**src/rtl/pfm_mode_ctrl.sv**
```systemverilog
module pfm_mode_ctrl #(
  parameter int QUAL_CYCLES = 32
) (
  input  logic clk,
  input  logic rst_n,
  input  logic en,
  input  logic force_pwm,
  input  logic pwm_tick,
  input  logic zc_det,
  input  logic pk_below_mode,
  input  logic pk_at_pfm_lim,
  input  logic vo_above_hi,
  input  logic vo_below_lo,
  input  logic vo_below_lo2,
  output logic pfm_mode,
  output logic hs_req,
  output logic ls_req,
  output logic sleep
);
  localparam int CW = $clog2(QUAL_CYCLES + 1);
  localparam logic [CW-1:0] LAST = CW'(QUAL_CYCLES - 1);

  typedef enum logic [2:0] {S_PWM, S_HS, S_LS, S_LS_FIN, S_SLEEP} st_t;

  st_t st, st_nx;
  logic [CW-1:0] run, run_nx;

  wire light   = zc_det | pk_below_mode;
  wire bail    = !en || force_pwm || vo_below_lo2;
  wire qualify = en && !force_pwm && pwm_tick && light;
  wire entry   = qualify && (run == LAST);

  always_comb begin
    st_nx  = st;
    run_nx = run;
    if (st == S_PWM) begin
      if (!en || force_pwm)    run_nx = '0;
      else if (pwm_tick)       run_nx = (light && !entry) ? run + 1'b1 : '0;
      if (entry)               st_nx = vo_above_hi ? S_SLEEP : S_HS;
    end else if (bail) begin
      st_nx  = S_PWM;
      run_nx = '0;
    end else begin
      unique case (st)
        S_HS:     if (vo_above_hi)        st_nx = S_LS_FIN;
                  else if (pk_at_pfm_lim) st_nx = S_LS;
        S_LS:     if (zc_det)             st_nx = vo_above_hi ? S_SLEEP : S_HS;
        S_LS_FIN: if (zc_det)             st_nx = S_SLEEP;
        S_SLEEP:  if (vo_below_lo)        st_nx = S_HS;
        default:                          st_nx = S_PWM;
      endcase
    end
  end

  always_ff @(posedge clk or negedge rst_n) begin
    if (!rst_n) begin
      st  <= S_PWM;
      run <= '0;
    end else begin
      st  <= st_nx;
      run <= run_nx;
    end
  end

  assign pfm_mode = (st != S_PWM);
  assign hs_req   = (st == S_HS);
  assign ls_req   = (st == S_LS) || (st == S_LS_FIN);
  assign sleep    = (st == S_SLEEP);
endmodule

```
**config.mk**
```make
export PLATFORM = sky130hd
export DESIGN_NAME = pfm_mode_ctrl
export DESIGN_NICKNAME = d
export VERILOG_FILES = /design/src/rtl/pfm_mode_ctrl.sv
export SDC_FILE = /design/constraint.sdc
export NUM_CORES = 1
export LEC_CHECK = 0
export ABC_AREA = 1
export BUFFER_PORTS_ARGS = -buffer_cell sky130_fd_sc_hd__clkbuf_2
export CAP_MARGIN = 25
export CORE_MARGIN = 1.5
export CORE_UTILIZATION = 35
export DETAILED_ROUTE_END_ITERATION = 16
export PLACE_DENSITY = 0.63
export SYNTH_ARGS = -nofsm -noshare
export SYNTH_HDL_FRONTEND = slang
export SYNTH_SLANG_ARGS = --single-unit
```
**constraint.sdc**
```tcl
create_clock -name clk -period 2.7 [get_ports clk]
set_input_delay 0.135 -clock clk [delete_from_list [all_inputs] [get_ports clk]]
set_output_delay 0.135 -clock clk [all_outputs]
set_load 0.005 [all_outputs]
```
# [Word level (Yosys, flattened, before mapping)]
# Cells that the tools add are included.
[word_totals] reg_bits=9 latch_bits=0 mem_bits_rw=0 rom_bits=0 output_inout_bits=4 word_cells=46 mem_count=0
[classes] add_sub_neg=1 n_mul=0 n_div=0 n_lt_le_gt_ge=0 eq_ne=11 shift=0 muxes=15 bitwise_logic=1 reduce_logical=16
[ops] operator="$mux 6" count=5
[ops] operator="$mux 3" count=9
[ops] operator="$pmux 3 s4" count=1
[ops] operator="$ne 4x4->1 const B" count=2
[ops] operator="$add 6x1->6 const B" count=1
[ops] operator="$eq 3x2->1 const B" count=2
[ops] operator="$eq 6x5->1 const B" count=1
[ops] operator="$logic_and 1x1->1" count=5
[ops] operator="$ne 5x3->1 const B" count=1
[ops] operator="$reduce_and 5->1" count=1
[ops] operator="$ne 4x2->1 const B" count=1
[ops] operator="$eq 3x1->1 const B" count=1
[ops] operator="$eq 3x3->1 const B" count=1
[ops] operator="$logic_not 1->1" count=3
[ops] operator="$logic_not 3->1" count=1
[ops] operator="$logic_or 1x1->1" count=3
[ops] operator="$ne 3x2->1 const B" count=1
[ops] operator="$reduce_bool 3->1" count=1
[ops] operator="$ne 2x2->1 const B" count=1
[ops] operator="$reduce_and 2->1" count=1
[ops] operator="$reduce_bool 2->1" count=1
[ops] operator="$or 1x1->1" count=1

# [Logic depth before layout (Yosys ltp)]
[logic_depth] depth_word=11 mapped_depth=9

# [Least setup slack after synthesis]
# No wires, ideal clock.
[synth_path] path_kind="register to register" startpoint="register run[0]" endpoint="register run[3]" setup_ns=0.062 arrival_ns=1.160 required_ns=2.638 path_slack_ns=1.477 stages_incl_launch_ff=9 synth_period_minus_slack_ns=1.223 cell_sequence="dfrtp_1 ha_1 nand3_1 nor2_1 a21oi_1 nand2_1 nand2_1 nand2_1 inv_1"
[synth_between] elab_chain_len=8 word_cells_on_any_way=9 classes_between="1 x add/sub; 1 x eq/ne; 4 x mux; 3 x reduce/logical"
[synth_lines] element="start: declaration" line="26" source="logic [CW-1:0] run, run_nx;"
[synth_lines] element="start signal: assignment" line="61" source="run <= run_nx;"
[synth_lines] element="parallel branches: the longest is 4 deep, another holds $add 6x1->6"
[synth_lines] element="$mux 6 * (2 in a row)" line="38" source="else if (pwm_tick) run_nx = (light && !entry) ? run + 1'b1 : '0;"
[synth_lines] element="$mux 6 *" line="37" source="if (!en || force_pwm) run_nx = '0;"
[synth_lines] element="$mux 6 *" line="36" source="if (st == S_PWM) begin"
# Mark *: on every way between the ends. The select of a mux whose other input is x is not followed.
# A chain may end at the register's enable or synchronous reset.

# [Worst setup path after layout]
# Ends and elaborated chain as after synthesis.

==> Implementation_results.wiki <==
{| class="wikitable"
! Metric !! Value
|-
| Max Clk Rate || 0.703 GHz
|-
| Synthesized netlist net count || 138
|-
| Crit path arrival time || 1.63 ns
|-
| Max Root-Sink Buffers || 2
|-
| P&R area growth vs syn || 18.3%
|-
| Die height || 49.8 microns
|-
| Sequential element share of the synthesized area || 29.4%
|-
| Sequential cell area in the final layout || 225 sq um
|-
| Crit path kind || reg -> reg
|-
| Number of global-route vias before repair || 686
|-
| Routed wire per std cell || 9.35 microns
|-
| Die Wd || 49.8 microns
|-
| Total negative slack for setup checks || 0 ns
|-
| Skew final || 0.00943 ns
|-
| Total via count in the routed design || 793
|-
| Insertion delay to the later sink of the worst-skew pair || 0.26 ns
|-
| Core Footprint || 2000 sq um
|-
| Antenna violations before repair || 0
|-
| DRT antenna net count || 0
|-
| First-pass GRT wire length || 2850 microns
|-
| Maximum vdd ir drop || 0.273 mV
|-
| Antenna diode count || 0
|-
| Total congestion overflow after global routing || 0
|-
| 1st-iter DRT viols || 27
|-
| Detailed-route vias per instance || 4.61
|-
| Row cnt || 16
|-
| Number of setup buffers added after CTS || 0
|-
| Share of cells above drive strength 1 || 24.1%
|-
| WL final || 1610 microns
|-
| Area of the die || 2480 sq um
|-
| Clock transition at the registers of the reported paths || 0.07 ns
|-
| Post-layout minimum cycle time || 1.42 ns
|-
| Final layout net count || 158
|-
| Number of top-level pins || 15
|-
| Type of origin of the critical path || register
|-
| Slew @ Worst Pin || 0.300 ns
|-
| Max cap viols || 0
|-
| Number of buffers added by the clock tree synthesis step || 3
|-
| Largest net degree at the start of global routing || 10
|-
| GR Util All Layers || 14.9%
|-
| Yosys Warn Count || 0
|-
| Cell taking the most area after synthesis || dfrtp_1
|-
| Placer Congestion || 1.01
|-
| Area after DPL || 870 sq um
|-
| Fin crit share || 52.7%
|-
| Post-route DRC || 0
|-
| Setup repair after global routing missed its margin || false
|-
| Cell types with the largest area share after synthesis || dfrtp_1, nand2_1, inv_1
|-
| Port Buffers || 14
|-
| Number of library cell types mapped by synthesis || 18
|-
| CTS H-tree lvls || 1
|-
| Register-to-register path setup slack || 1.28 ns
|-
| Sink Count || 9
|-
| TritonCTS clock tree || built
|-
| Crit path required time || 2.90 ns
|-
| Mapped Area || 766 sq um
|-
| Total area of multi-input combinational cells || 450 sq um
|-
| Fin. Hold Viols || 0
|-
| Final setup viols || 0
|-
| Master cell of the clock root buffer || clkbuf_4
|-
| Post-Synthesis Cells || 126
|-
| Layout filler cell count || 215
|-
| Average footprint of a synthesized cell || 6.08 sq um
|-
| Critical Path Sink Type || register
|-
| Detailed Routing Iterations Pass 1 || 4
|-
| Post-route cell area || 906 sq um
|-
| Proportion of netlist area held by the largest area contributor || 29.4%
|-
| Largest fanout on the critical path || 4
|-
| Pwr dens || 659 nW/um^2
|-
| Max Slew Vio Count || 0
|-
| Worst hold-check path type || in -> async
|-
| Layout Utilization || 45.3%
|-
| Leakage || 0.549 nW
|-
| HPWL after detailed placement || 1380 microns
|-
| Initial standard-cell utilization of the core || 38.2%
|-
| Synthesized flop and latch total || 9
|-
| Run status || complete, no violations
|-
| Headroom to the max-slew limit || 80.0%
|}
==> synthesized netlist by cell type (all sizes together) <==
library cell,count
nand2,52
dfrtp,9
nor3,1
ha,1
nand4,1
nor2,17
nand3b,3
o21ai,3
nand3,13
a21oi,2
inv,24
==> power by group <==
part           internal [W]  switching, W
clock network     0.0000568     0.0000455
registers          0.000152     0.0000322
logic              0.000113      0.000198
total              0.000322      0.000275
==> registers in the layout, summed over array words and instances, names as in the netlist <==
name and cells:
run 6, st 3
==> layer usage <==
| layer | GRT usage, % | routed length [microns] | share of wire, % | vias to the layer above |
|---|---|---|---|---|
| li1 | - | - | - | 420 |
| met1 | 21.9 | 877 | 55 | 349 |
| met2 | 21.1 | 630 | 39 | 22 |
| met3 | 2.42 | 86 | 5.3 | 2 |
| met4 | 6.94 | 15 | 0.93 | 0 |
| met5 | 0 | 0 | 0 | - |
==> critical path, cell delays in order, from the launching register on <==
cell and delay, ns:
dfrtp_1 0.41, ha_1 0.24, nand3_1 0.13, nor2_1 0.08, a21oi_1 0.27, nand2_1 0.08
nand2_1 0.08, nand2_1 0.05, inv_1 0.04
==> logic make-up (layout without fill, tap and decap cells) <==
family / count (synthesis) / count (layout) / share of synthesized area (%)
flops: 9 / 9 / 29.4
simple gates: 87 / 87 / 53.9
compound gates: 5 / 5 / 3.27
fa+ha+maj: 1 / 1 / 1.63
buf+inv: 24 / 43 / 11.8
==> repair_timing <==
| action | in CTS | in global routing |
|---|---|---|
| resized for setup | 0 | 0 |
| hold endpoints to repair | 9 | 0 |
| hold buffers | 1 | 0 |
==> placed cells by master (no fill, tap or decap), types with 2 or more instances in the layout <==
cell type	n
nand3_1	12
clkbuf_2	14
nand2_2	6
nor2_4	2
dfrtp_1	9
a21oi_1	2
nor2_1	12
nand2_1	45
clkbuf_4	3
inv_1	20
nor2_2	3
o21ai_1	2
nand3b_1	3
inv_2	4
==> path summary, 6_finish.rpt <==
check / from / endpoint / cells past startpoint
max reg2reg: run[0] / run[3] / 8
min in group clk: pwm_tick / run[0] / 5
min: rst_n / run[2] / 2
max in group asynchronous: rst_n / st[1] / 2
min reg2reg: run[1] / run[1] / 2
max: run[0] / run[3] / 8
==> layout make-up <==
class | instances | share of cell area (%)
Clock buffer | 4 | 2.90
Inverter | 24 | 9.94
Multi-Input combinational cell | 93 | 49.7
Sequential cell | 9 | 24.9
Tap cell | 27 | 3.73
Timing Repair Buffer | 15 | 8.84
==> stage by stage <==
| stage | cells | hold slack, ns | worst slack (ns) | total power (W) |
|---|---|---|---|---|
| 2_1_floorplan | 126 | -0.161 | 1.48 | 0.000416 |
| 3_3_place_gp | 167 | 0.00943 | 1.28 | 0.000498 |
| 3_5_place_dp | 167 | 0.00775 | 1.31 | 0.000496 |
| 6_report | 172 | 0.256 | 1.28 | 0.000597 |
| 4_1_cts | 172 | 0.262 | 1.29 | 0.000604 |
| 5_1_grt | 172 | 0.281 | 1.16 | 0.000653 |
Note: power is estimated with default switching activity, not from simulation.
